===== src/rtl/cascade_ack_pkg.sv =====
package cascade_ack_pkg;
  typedef struct packed {
    logic load;
    logic mstAck;
    logic slvAck;
    logic useSlave;
    logic spurious;
  } ackCmd_t;
endpackage


===== src/rtl/cascade_ack_ctrl.sv =====
module cascade_ack_ctrl
  import cascade_ack_pkg::*;
#(
  parameter int LINE_W       = 3,
  parameter int CASCADE_LINE = 2
) (
  input  logic              cpuAck,
  input  logic              busy,
  input  logic              mstPending,
  input  logic [LINE_W-1:0] mstLine,
  input  logic              slvPending,
  output ackCmd_t           cmd
);
  logic accept;
  logic viaCascade;

  always_comb begin
    accept       = cpuAck && !busy;
    viaCascade   = mstPending && (mstLine == LINE_W'(CASCADE_LINE));
    cmd.load     = accept;
    cmd.mstAck   = accept && mstPending;
    cmd.slvAck   = accept && viaCascade && slvPending;
    cmd.useSlave = viaCascade;
    cmd.spurious = !mstPending || (viaCascade && !slvPending);
  end
endmodule


===== src/rtl/cascade_ack_dp.sv =====
module cascade_ack_dp
  import cascade_ack_pkg::*;
#(
  parameter int LINES        = 8,
  parameter int VEC_W        = 8,
  parameter int CASCADE_LINE = 2,
  parameter logic [LINES-1:0] MST_MASK = 8'hF8,
  parameter logic [LINES-1:0] SLV_MASK = 8'hDE,
  localparam int LINE_W = $clog2(LINES),
  localparam int BASE_W = VEC_W - LINE_W
) (
  input  logic              clk,
  input  logic              rstN,
  input  ackCmd_t           cmd,
  input  logic [LINE_W-1:0] mstLine,
  input  logic [LINE_W-1:0] slvLine,
  input  logic [BASE_W-1:0] mstBase,
  input  logic [BASE_W-1:0] slvBase,
  input  logic              cfgWrEn,
  input  logic              cfgSel,
  input  logic [LINES-1:0]  cfgData,
  input  logic              pollSlvHit,
  output logic              mstAckStb,
  output logic [LINE_W-1:0] mstAckLine,
  output logic              slvAckStb,
  output logic [LINE_W-1:0] slvAckLine,
  output logic [VEC_W-1:0]  vector,
  output logic              vectorValid,
  output logic [LINES-1:0]  mstTrigMode,
  output logic [LINES-1:0]  slvTrigMode,
  output logic              mstCascadeClr
);
  localparam logic [LINES-1:0] MASKS [2] = '{MST_MASK, SLV_MASK};

  logic [LINE_W-1:0] vecLine;
  logic [BASE_W-1:0] vecBase;
  logic [LINES-1:0]  trig [2];

  always_comb begin
    vecBase = cmd.useSlave ? slvBase : mstBase;
    vecLine = cmd.spurious ? '1 : (cmd.useSlave ? slvLine : mstLine);
  end

  always_ff @(posedge clk) begin
    if (!rstN) begin
      vectorValid   <= 1'b0;
      vector        <= '0;
      mstAckStb     <= 1'b0;
      slvAckStb     <= 1'b0;
      mstAckLine    <= '0;
      slvAckLine    <= '0;
      mstCascadeClr <= 1'b0;
    end else begin
      vectorValid   <= cmd.load;
      mstAckStb     <= cmd.mstAck;
      slvAckStb     <= cmd.slvAck;
      mstCascadeClr <= pollSlvHit;
      if (cmd.load) begin
        vector     <= {vecBase, vecLine};
        mstAckLine <= mstLine;
        slvAckLine <= slvLine;
      end
    end
  end

  for (genvar g = 0; g < 2; g++) begin : gTrig
    always_ff @(posedge clk) begin
      if (!rstN)
        trig[g] <= '0;
      else if (cfgWrEn && cfgSel == 1'(g))
        trig[g] <= cfgData & MASKS[g];
    end

    assert_trig_write_R8: assert property (@(posedge clk) disable iff (!rstN)
      (cfgWrEn && cfgSel == 1'(g)) |=> (trig[g] == ($past(cfgData) & MASKS[g])));
  end

  assign mstTrigMode = trig[0];
  assign slvTrigMode = trig[1];

  assert_valid_pulse_R6: assert property (@(posedge clk) disable iff (!rstN)
    vectorValid |=> !vectorValid);

  assert_slave_needs_master_R3: assert property (@(posedge clk) disable iff (!rstN)
    slvAckStb |-> (mstAckStb && mstAckLine == LINE_W'(CASCADE_LINE)));

  assert_strobe_with_vector_R5: assert property (@(posedge clk) disable iff (!rstN)
    mstAckStb |-> vectorValid);

  assert_poll_clear_R9: assert property (@(posedge clk) disable iff (!rstN)
    pollSlvHit |=> mstCascadeClr);
endmodule


===== src/rtl/cascade_ack_seq.sv =====
module cascade_ack_seq
  import cascade_ack_pkg::*;
#(
  parameter int LINES        = 8,
  parameter int VEC_W        = 8,
  parameter int CASCADE_LINE = 2,
  parameter logic [LINES-1:0] MST_MASK = 8'hF8,
  parameter logic [LINES-1:0] SLV_MASK = 8'hDE,
  localparam int LINE_W = $clog2(LINES),
  localparam int BASE_W = VEC_W - LINE_W
) (
  input  logic              clk,
  input  logic              rstN,
  input  logic              slvIntReq,
  input  logic              mstIntReq,
  output logic              mstCascadeIn,
  output logic              cpuIntr,
  input  logic              cpuAck,
  input  logic              mstPending,
  input  logic [LINE_W-1:0] mstLine,
  input  logic              slvPending,
  input  logic [LINE_W-1:0] slvLine,
  input  logic [BASE_W-1:0] mstBase,
  input  logic [BASE_W-1:0] slvBase,
  output logic              mstAckStb,
  output logic [LINE_W-1:0] mstAckLine,
  output logic              slvAckStb,
  output logic [LINE_W-1:0] slvAckLine,
  output logic [VEC_W-1:0]  vector,
  output logic              vectorValid,
  input  logic              cfgWrEn,
  input  logic              cfgSel,
  input  logic [LINES-1:0]  cfgData,
  output logic [LINES-1:0]  mstTrigMode,
  output logic [LINES-1:0]  slvTrigMode,
  input  logic              pollSlvHit,
  output logic              mstCascadeClr
);
  ackCmd_t cmd;

  assign mstCascadeIn = slvIntReq;
  assign cpuIntr      = mstIntReq;

  cascade_ack_ctrl #(.LINE_W(LINE_W), .CASCADE_LINE(CASCADE_LINE)) uCtrl (
    .cpuAck(cpuAck), .busy(vectorValid), .mstPending(mstPending),
    .mstLine(mstLine), .slvPending(slvPending), .cmd(cmd)
  );

  cascade_ack_dp #(
    .LINES(LINES), .VEC_W(VEC_W), .CASCADE_LINE(CASCADE_LINE),
    .MST_MASK(MST_MASK), .SLV_MASK(SLV_MASK)
  ) uDp (
    .clk(clk), .rstN(rstN), .cmd(cmd), .mstLine(mstLine), .slvLine(slvLine),
    .mstBase(mstBase), .slvBase(slvBase), .cfgWrEn(cfgWrEn), .cfgSel(cfgSel),
    .cfgData(cfgData), .pollSlvHit(pollSlvHit), .mstAckStb(mstAckStb),
    .mstAckLine(mstAckLine), .slvAckStb(slvAckStb), .slvAckLine(slvAckLine),
    .vector(vector), .vectorValid(vectorValid), .mstTrigMode(mstTrigMode),
    .slvTrigMode(slvTrigMode), .mstCascadeClr(mstCascadeClr)
  );

  assert_ack_latency_R6: assert property (@(posedge clk) disable iff (!rstN)
    (cpuAck && !vectorValid) |=> vectorValid);

  assert_busy_drop_R7: assert property (@(posedge clk) disable iff (!rstN)
    vectorValid |=> (!mstAckStb && !slvAckStb));
endmodule


===== config.mk =====
export PLATFORM = sky130hd
export DESIGN_NAME = cascade_ack_seq
export DESIGN_NICKNAME = d
export VERILOG_FILES = /design/src/rtl/cascade_ack_pkg.sv /design/src/rtl/cascade_ack_ctrl.sv /design/src/rtl/cascade_ack_dp.sv /design/src/rtl/cascade_ack_seq.sv
export SDC_FILE = /design/constraint.sdc
export NUM_CORES = 1
export LEC_CHECK = 0
export BUFFER_PORTS_ARGS = -buffer_cell sky130_fd_sc_hd__buf_2
export CAP_MARGIN = 5
export CORE_MARGIN = 8
export CORE_UTILIZATION = 42
export CTS_BUF_LIST = sky130_fd_sc_hd__clkbuf_16
export CTS_CLUSTER_SIZE = 40
export DETAILED_ROUTE_END_ITERATION = 12
export PLACE_DENSITY = 0.83
export REMOVE_ABC_BUFFERS = 1
export SYNTH_ARGS = -nofsm -noshare
export SYNTH_HDL_FRONTEND = slang
export SYNTH_SLANG_ARGS = --single-unit

===== constraint.sdc =====
create_clock -name clk -period 1.34 [get_ports clk]
set_clock_uncertainty 0.05 [all_clocks]
set_input_delay 0.201 -clock clk [delete_from_list [all_inputs] [get_ports clk]]
set_output_delay 0.201 -clock clk [all_outputs]
set_load 0.01 [all_outputs]

==> flow_summary.json, run 1 <==
{
  "drt_wl_total_um": 2929,
  "crit_arrival_ns": 1.28,
  "via_per_inst": 4.971,
  "r2r-start": "uDp.vectorValid$_SDFF_PN0_",
  "powerDensity_nw_per_um2": 1397,
  "grt_max_degree": 18,
  "ff2ff_setup_slack_ns": 0.15,
  "vias": 1014,
  "fmax_mhz": 842.6,
  "track_usage": 0.1270,
  "clkSinkCount": 29,
  "netlist_area_um2": 1191,
  "hp-class": "in2reg",
  "worstReg2RegEnd": "uDp.vector[2]$_SDFFE_PN0N_",
  "clk_pin_slew_ns": 0.05,
  "totalNegativeSetupSlack_ns": 0,
  "finalSetupViolCount": 0,
  "drv_slew": 0,
  "crit_required_ns": 1.43,
  "io-pin-count": 70,
  "maxCapViolCount": 0,
  "worstHoldStart": "pollSlvHit",
  "worst_ir_drop_vdd_mv": 1.288,
  "drt_iter0_drc": 55,
  "min_path_cells": 2,
  "dieArea_um2": 4796,
  "tightest_slew_ns": 0.6811,
  "ant_nets": 0,
  "crit_type": "reg2reg",
  "worstRegToRegCells": 4,
  "dpl-instance-area_um2": 1481,
  "grt_antenna_before_repair": 0,
  "clk_latency_ns": 0.26,
  "synthDistinctLibCells": 24,
  "portBuffers": 59,
  "synth_seq_cells": 29,
  "cts_buffer_depth": 2,
  "fill_cells": 247,
  "numCtsBuffers": 5,
  "floorplan.die.width_um": 69.26,
  "min_period_ns": 1.187,
  "grt_pass1_wl_um": 4974,
  "fin_area_um2": 1619,
  "cts_tree": "built",
  "p_leak_nw": 0.7828,
  "fin_crit_sh": 0.8857,
  "cp-end-kind": "flop",
  "ys_seq_area_frac": 0.5798,
  "outcome": "finished clean",
  "synthCells": 111,
  "dr.pass1.iters": 4,
  "syn_avg_cell_area_um2": 10.73,
  "final_nets": 206,
  "start_util": 0.4357,
  "dp_hpwl_um": 2402,
  "drive_above_1_share": 0.3988,
  "grt_pass1_vias": 1147,
  "syn2layout_area_growth_pct": 35.92,
  "cp_max_fo": 13,
  "drc": 0,
  "dp_slack_ns": -0.003278,
  "row_count": 19,
  "maxSlewHeadroom": 0.5411,
  "chipHeight_um": 69.26,
  "yosys_warnings": 0,
  "post_drt_wl_per_cell_um": 14.36,
  "gp_congestion": 0.7840,
  "hold-path-endpoint": "uDp.mstCascadeClr$_SDFF_PN0_",
  "timing.final.ws_setup_ns": 0.1531,
  "worst_setup_path_start_kind": "flop",
  "htreeDepth": 2,
  "antenna_cells": 0,
  "hold_viol_final": 0,
  "grt_setup_unrepaired": "no",
  "hold-worst-slack_ns": 0.08865,
  "core_um2": 2734,
  "globalRoute.totalOverflow": 0,
  "root_buffer": "clkbuf_16"
}
cells in the mapped netlist, drive strengths merged:
| cell type | n | share of area |
|---|---|---|
| o41ai | 1 | 0.0074 |
| o21ai | 9 | 0.038 |
| a21boi | 6 | 0.038 |
| nand2b | 1 | 0.0053 |
| dfxtp | 18 | 0.30 |
| and2b | 1 | 0.0063 |
| a31oi | 1 | 0.0053 |
| clkbuf | 2 | 0.0063 |
| mux2i | 5 | 0.042 |
| buf | 10 | 0.062 |
| a21oi | 5 | 0.021 |
| inv | 4 | 0.013 |
| and3 | 3 | 0.017 |
| conb | 1 | 0.0031 |
| nand2 | 14 | 0.044 |
| o211ai | 2 | 0.013 |
| and4bb | 1 | 0.011 |
| nor3b | 1 | 0.0063 |
| edfxtp | 11 | 0.28 |
| a41oi | 2 | 0.015 |
| and2 | 13 | 0.068 |
repair_timing:
item / in CTS / in global routing
hold buffers: 0 / 0
resized for setup: 0 / 1
setup buffers: 0 / 0
endpoints found under the setup margin: 0 / 1
through the flow:
stage | util | power [mW] | cells
2_1_floorplan | - | 1.134 | 103
3_3_place_gp | 0.5419 | 1.270 | 196
3_5_place_dp | 0.5419 | 1.282 | 196
4_1_cts | 0.5918 | 2.297 | 204
5_1_grt | 0.5922 | 2.371 | 204
6_report | 0.5922 | 2.262 | 204
layer usage:
layer	routed length [um]	part of all wire	up-vias	track usage
met1	1203	0.41	447	0.1285
met3	443	0.15	6	0.09442
li1	-	-	493	-
met2	1233	0.42	68	0.1926
met5	0	0	-	0
met4	48	0.016	0	0.05467
state kept, by name, indices dropped and copies added (netlist names):
signal and count:
uDp.mstAckLine 3, uDp.slvAckLine 3, uDp.mstCascadeClr 1, uDp.mstAckStb 1
uDp.vectorValid 1, uDp.trig 11, uDp.vector 8, uDp.slvAckStb 1
worst max-delay path, stage by stage, from the launching register on:
cell	delay, ns
dfxtp_1	0.33
and2b_2	0.27
buf_4	0.18
o21ai_0	0.17
a41oi_1	0.06
cell families after synthesis:
kind of cell / Yosys count / synth area share
flip-flops: 29 / 0.5798
multiplexers: 5 / 0.04202
AND/OR/NAND/NOR: 34 / 0.1576
other: 1 / 0.003148
AO/OA/AOI/OAI: 26 / 0.1365
buffers and inverters: 16 / 0.08088
cell usage in the layout, fill, tap and decap left out:
cell type / n
and2_1: 13
inv_1: 6
and4bb_1: 1
dfxtp_1: 18
a31oi_1: 1
o41ai_1: 1
nor3b_1: 1
a21oi_1: 5
mux2i_1: 5
and3_1: 2
clkbuf_16: 5
conb_1: 5
o211ai_1: 2
nand2_1: 14
clkinv_1: 1
and2b_2: 1
nand2b_1: 1
a21boi_0: 6
edfxtp_1: 11
and3_2: 1
o21ai_0: 9
buf_4: 3
a41oi_1: 2
buf_2: 59
where the power goes:
group	total, mW	switching (mW)	internal, mW
clock	0.999	0.336	0.662
sequential	1.00	0.0211	0.981
combinational	0.260	0.144	0.116
worst max path at each step:
stage / from / end / slack, ns / cells after the start
3_3_place_gp: mstLine[2] / uDp.vector[4]$_SDFFE_PN0N_ / 0.08 / 4
3_5_place_dp: cfgWrEn / uDp.trig[0][2]$_SDFFCE_PN0P_ / -0.003 / 3
4_1_cts: uDp.vectorValid$_SDFF_PN0_ / uDp.slvAckLine[1]$_SDFFE_PN0N_ / 0.11 / 4
6_report: uDp.vectorValid$_SDFF_PN0_ / uDp.vector[2]$_SDFFE_PN0N_ / 0.15 / 4
5_1_grt: uDp.vectorValid$_SDFF_PN0_ / uDp.vector[0]$_SDFFE_PN0N_ / 0.06 / 4
2_1_floorplan: uDp.vectorValid$_SDFF_PN0_ / uDp.slvAckStb$_SDFF_PN0_ / 0.05 / 3
final cells by class:
cell class	instances	area, um2	area share
clock buffers	5	125.1	0.07728
clock inverters	3	11.26	0.006955
inverters	4	15.01	0.009274
multi-input cells	70	420.4	0.2597
flip-flops and latches	29	690.7	0.4266
well taps	31	38.79	0.02396
repair buffers	62	317.8	0.1963
(Power assumes the default switching activity.)
==> run 2, diff against run 1 <==
- ABC_AREA: not set -> 1
- CORE_UTILIZATION: 42 -> 43
==> run 2 against run 1 <==
  * Die area grew 3.7%
  * Largest power group unchanged
  * Wire length grew 2.7%
  * Sequential power is essentially flat
  * Clock power shrank 2%
  * Flip-flop and latch count is the same
  * Clock-buffer cell count is the same
==> flow_summary.json, run 2 <==
{
  "outcome": "finished clean",
  "yosysTopAreaCell": "dfxtp_1",
  "finalSetupViolCount": 0,
  "holdBufCountCts": 0,
  "synthDistinctLibCells": 20,
  "synth_edf_count": 11,
  "p_leak_nw": 0.8790,
  "worstReg2RegEnd": "uDp.vector[0]$_SDFFE_PN0N_",
  "dieArea_um2": 4974,
  "hold_viol_final": 0,
  "powerDensity_nw_per_um2": 1362,
  "chipHeight_um": 70.53,
  "syn_avg_cell_area_um2": 8.413,
  "portBuffers": 59,
  "startpoint": "cfgWrEn",
  "cts_tree": "built",
  "ff2ff_setup_slack_ns": 0.34,
  "crit_required_ns": 1.18,
  "grt_max_degree": 17,
  "drt_wl_total_um": 3007,
  "crit_arrival_ns": 0.87,
  "vias": 1124,
  "start_util": 0.4597,
  "cp-end-kind": "flop",
  "placed_cells": 236,
  "dp_hpwl_um": 2373,
  "drive_above_1_share": 0.3474,
  "cp_max_fo": 5,
  "netlist.area_leader.share": 0.2818,
  "layout_commonest_cell": "buf_2",
  "clk_pin_slew_ns": 0.05,
  "fmax_mhz": 974.4,
  "cp_slowest_stage_delay_ns": 0.52,
  "hold-worst-slack_ns": 0.07387,
  "drt_iter0_drc": 56,
  "final_cell_mix": "59 x buf_2, 38 x nor2_1, 19 x nand2_1",
  "row_count": 19,
  "worstRegToRegCells": 6,
  "netlist_area_um2": 1279,
  "timing.final.ws_setup_ns": 0.3137,
  "post_layout_nonfiller_instances": 244,
  "clk_latency_ns": 0.26,
  "synth_most_common_cell": "nor2_1",
  "dp_slack_ns": 0.03815,
  "grt_pass1_vias": 1133,
  "synthTopCellsByCount": "38 x nor2_1, 19 x nand2_1, 18 x dfxtp_1",
  "drc": 0,
  "crit_path_end": "uDp.trig[0][4]$_SDFFCE_PN0P_",
  "yosys_warnings": 0,
  "reg_top3": "uDp.trig (11), uDp.vector (8)",
  "worst_setup_path_start_kind": "input pin",
  "root_buffer": "clkbuf_16",
  "via_per_inst": 4.607,
  "dpl-instance-area_um2": 1548,
  "drv_slew": 0,
  "cts_buffer_depth": 2,
  "core_um2": 2781,
  "track_usage": 0.1166,
  "tightest_slew_ns": 0.6487,
  "ys_seq_area_frac": 0.5401,
  "htreeDepth": 2,
  "cts_resized": 0,
  "floorplan.die.width_um": 70.53,
  "path_cells": "buf_2 -> inv_1 -> o21ai_0",
  "worst_ir_drop_vdd_mv": 1.221,
  "dr.pass1.iters": 4,
  "grt_pass1_wl_um": 4809,
  "post_drt_wl_per_cell_um": 12.32,
  "syn2layout_area_growth_pct": 31.70,
  "worst_path_max_delay_cell": "o21ai_0",
  "fin_area_um2": 1684,
  "min_period_ns": 1.026,
  "globalRoute.totalOverflow": 0,
  "maxCapViolCount": 0,
  "antenna_cells": 0,
  "synthCells": 152,
  "hp-class": "in2reg",
  "ys_top_cells_by_area": "dfxtp_1 28%, edfxtp_1 26%, nor2_1 11%",
  "clkSinkCount": 29,
  "grt_setup_unrepaired": "no",
  "synthArstFlopShare": 0,
  "grt_antenna_before_repair": 0,
  "maxSlewHeadroom": 0.5630,
  "io-pin-count": 70,
  "r2r-start": "uDp.vectorValid$_SDFF_PN0_",
  "numCtsBuffers": 5,
  "post_cts_buffers": 0,
  "fin_crit_sh": 0.7659,
  "synth_ff_type": "dfxtp_1",
  "crit_type": "in2reg",
  "regMostFlops": "uDp.trig",
  "final_nets": 246,
  "largest_reg_flops": 11,
  "synth_seq_cells": 29,
  "totalNegativeSetupSlack_ns": 0,
  "ant_nets": 0,
  "gp_congestion": 0.7484
}
run 2: cell count changes in the layout (fill, tap and decap cells not counted), moves of 3 or more:
cell | previous run | this run
inv_1 | 6 | 17
nand3_1 | 0 | 11
nor2_1 | 0 | 38
mux2i_1 | 5 | 0
inv_2 | 0 | 3
nand2_1 | 14 | 19
and2_1 | 13 | 0
a21oi_1 | 5 | 2
run 2: logic make-up after synthesis:
group / after synthesis / synth area share
compound gates: 19 / 0.08415
buf+inv: 31 / 0.1321
flops: 29 / 0.5401
other cells: 1 / 0.002933
simple gates: 72 / 0.2407
run 2: how the worst min path moves through the flow:
stage	startpoint	to	slack (ns)	cells past startpoint
2_1_floorplan	rstN	uDp.mstCascadeClr$_SDFF_PN0_	0.24	2
3_3_place_gp	pollSlvHit	uDp.mstCascadeClr$_SDFF_PN0_	0.34	3
3_5_place_dp	pollSlvHit	uDp.mstCascadeClr$_SDFF_PN0_	0.34	3
4_1_cts	pollSlvHit	uDp.mstCascadeClr$_SDFF_PN0_	0.07	3
5_1_grt	pollSlvHit	uDp.mstCascadeClr$_SDFF_PN0_	0.09	3
6_report	pollSlvHit	uDp.mstCascadeClr$_SDFF_PN0_	0.07	3
run 2: metrics by stage:
| stage | power (mW) | util |
|---|---|---|
| floorplan | 1.176 | - |
| global placement | 1.321 | 0.5565 |
| detailed placement | 1.330 | 0.5565 |
| CTS | 2.325 | 0.6055 |
| global route | 2.416 | 0.6055 |
| finish | 2.293 | 0.6055 |
run 2: power by group:
group	internal, mW	leakage, nW	switching [mW]
sequential	0.985	0.261	0.0201
combinational	0.122	0.544	0.183
clock	0.662	0.0738	0.322
run 2: critical path: cells and delay by family:
kind	cells	cell delay, ns
AOI/OAI and AO/OA	1	0.52
buffers and inverters	2	0.15
run 2: final cells by class:
class,count,area [um2]
multi-input cells,96,434.2
inverters,19,73.82
well taps,31,38.79
repair buffers,61,310.3
clock buffers,5,125.1
flip-flops and latches,29,690.7
fillers,250,1097
clock inverters,3,11.26
run 2: layer usage:
metal,share of wire,vias up,track usage,wire (um)
met3,0.12,2,0.07671,371
li1,-,584,-,-
met5,0,-,0,0
met2,0.45,52,0.1901,1352
met4,0.0067,0,0.03939,20
met1,0.42,486,0.1185,1263
==> run 3, diff against run 2 <==
- ABC_AREA: 1 -> 0
- CORE_UTILIZATION: 43 -> 42
- clock period: 1.34 -> 0.98 ns (I/O delays scaled with it)
==> run 3 against run 2 <==
  * The run now ends with negative setup slack left
  * Via count is 4.4% lower
  * Sequential share of layout area is 2.2 points lower
  * Critical path depth up 1
  * Final area rose by 6.8%
==> flow_summary.json, run 3 (synthesized netlist as in run 1, its figures left out) <==
{
  "drt_iter0_drc": 67,
  "gp_congestion": 0.7800,
  "chipHeight_um": 69.26,
  "reg_top3": "uDp.trig (11), uDp.vector (8)",
  "min_path_cells": 2,
  "fin_area_um2": 1798,
  "path_cells": "and2b_4 -> buf_6 -> o21ai_2 -> a41oi_2",
  "hp-class": "in2reg",
  "powerDensity_nw_per_um2": 1777,
  "core_um2": 2734,
  "dpl-instance-area_um2": 1549,
  "grt_setup_unrepaired": "yes",
  "cp_slowest_stage_delay_ns": 0.31,
  "ant_nets": 0,
  "fin_crit_sh": 1.110,
  "cts_tree": "built",
  "antenna_cells": 0,
  "crit_required_ns": 1.12,
  "io-pin-count": 70,
  "startpoint": "uDp.vectorValid$_SDFF_PN0_",
  "worst_setup_path_start_kind": "flop",
  "portBuffers": 59,
  "dr.pass1.iters": 4,
  "fill_cells": 228,
  "cp-end-kind": "flop",
  "drc": 0,
  "worst_ir_drop_vdd_mv": 1.408,
  "grt_max_degree": 12,
  "outcome": "complete, but fails checks",
  "fmax_mhz": 919.5,
  "worstHoldStart": "pollSlvHit",
  "final_cell_mix": "57 x buf_2, 13 x nand2_1, 13 x dfxtp_1",
  "floorplan.die.width_um": 69.26,
  "r2r-start": "uDp.vectorValid$_SDFF_PN0_",
  "root_buffer": "clkbuf_16",
  "drv_slew": 0,
  "placed_cells": 205,
  "clk_pin_slew_ns": 0.05,
  "start_util": 0.4357,
  "finalSetupViolCount": 17,
  "seq_area_um2": 696.9,
  "via_per_inst": 5.019,
  "syn2layout_area_growth_pct": 50.95,
  "p_leak_nw": 0.8579,
  "hold-path-endpoint": "uDp.mstCascadeClr$_SDFF_PN0_",
  "clkSinkCount": 29,
  "worst_path_max_delay_cell": "dfxtp_2",
  "dieArea_um2": 4796,
  "numCtsBuffers": 5,
  "worstReg2RegEnd": "uDp.vector[2]$_SDFFE_PN0N_",
  "crit_arrival_ns": 1.23,
  "cts_buffer_depth": 2,
  "grt_pass1_vias": 1144,
  "largest_reg_flops": 11,
  "finalPower_mw": 3.195,
  "dp_slack_ns": -0.1547,
  "crit_family": "flip-flops",
  "row_count": 19,
  "grt_antenna_before_repair": 0,
  "dp_hpwl_um": 2485,
  "vias": 1074,
  "timing.final.ws_setup_ns": -0.1076,
  "htreeDepth": 2,
  "multiInputGateArea_um2": 490.5,
  "post_layout_nonfiller_instances": 214,
  "drive_above_1_share": 0.5355,
  "totalNegativeSetupSlack_ns": -0.9258,
  "hold_viol_final": 0,
  "layout_commonest_cell": "buf_2",
  "drt_wl_total_um": 3301,
  "grt_pass1_wl_um": 5112,
  "maxCapViolCount": 0,
  "ff2ff_setup_slack_ns": -0.11,
  "cp_max_fo": 7,
  "violations": "negative setup slack",
  "post_drt_wl_per_cell_um": 15.43,
  "worstRegToRegCells": 4,
  "crit_type": "reg2reg",
  "min_period_ns": 1.088,
  "track_usage": 0.1311,
  "post_cts_buffers": 0,
  "clk_latency_ns": 0.27,
  "path_buf_inv": 1,
  "globalRoute.totalOverflow": 0,
  "holdBufCountCts": 0,
  "final_nets": 216,
  "regMostFlops": "uDp.trig"
}
[run 3: changes by cell type in the layout (fill, tap and decap cells not counted), moves of 10 or more]
cell	delta
inv_1	-10
nor2_1	-38
nand3_1	-11
o21ai_0	-10
and2_1	+12
[run 3: final cells by class]
type	instances	area share
timing repair buffer	72	0.2338
tap	31	0.02157
clock inverter	3	0.006263
inverter	4	0.008351
multi-input combinational	70	0.2728
clock buffer	5	0.06959
sequential	29	0.3876
[run 3: per-layer routing]
layer	wire length, um	track usage	part of all wire
met3	444	0.09299	0.13
met2	1500	0.1947	0.45
met1	1305	0.1344	0.40
met5	0	0	0
met4	51	0.06834	0.015
[run 3: power by group]
group	switching (mW)	internal, mW
registers	0.0376	1.35
clock network	0.454	0.905
logic	0.235	0.218
[run 3: worst max path at each step]
stage                                           to  slack (ns)  depth (start not counted)
floorplan                 uDp.slvAckStb$_SDFF_PN0_       -0.31                          3
global placement        uDp.vector[0]$_SDFFE_PN0N_       -0.12                          4
detailed placement      uDp.vector[4]$_SDFFE_PN0N_       -0.15                          5
CTS                       uDp.mstAckStb$_SDFF_PN0_       -0.09                          3
global route        uDp.mstAckLine[1]$_SDFFE_PN0N_       -0.15                          4
finish                  uDp.vector[2]$_SDFFE_PN0N_       -0.11                          4
[run 3: worst register-to-register path: cells and delay by family, from the launching register on]
kind | cells | cell delay, ns
buffers and inverters | 1 | 0.15
AOI/OAI and AO/OA | 2 | 0.21
DFF | 1 | 0.31
and+or+nand+nor | 1 | 0.29
[run 3: timing repair]
action	CTS	global route
cloned	1	0
setup endpoints to repair	18	31
pin swaps	2	2
gates resized for setup	26	18
[run 3: metrics by stage]
stage / hold slack (ns) / util
after global placement: 0.2441 / 0.5666
after floorplan: 0.1972 / -
final: 0.03842 / 0.6577
after detailed placement: 0.2441 / 0.5666
after global routing: 0.05786 / 0.6577
after CTS: 0.03424 / 0.6371
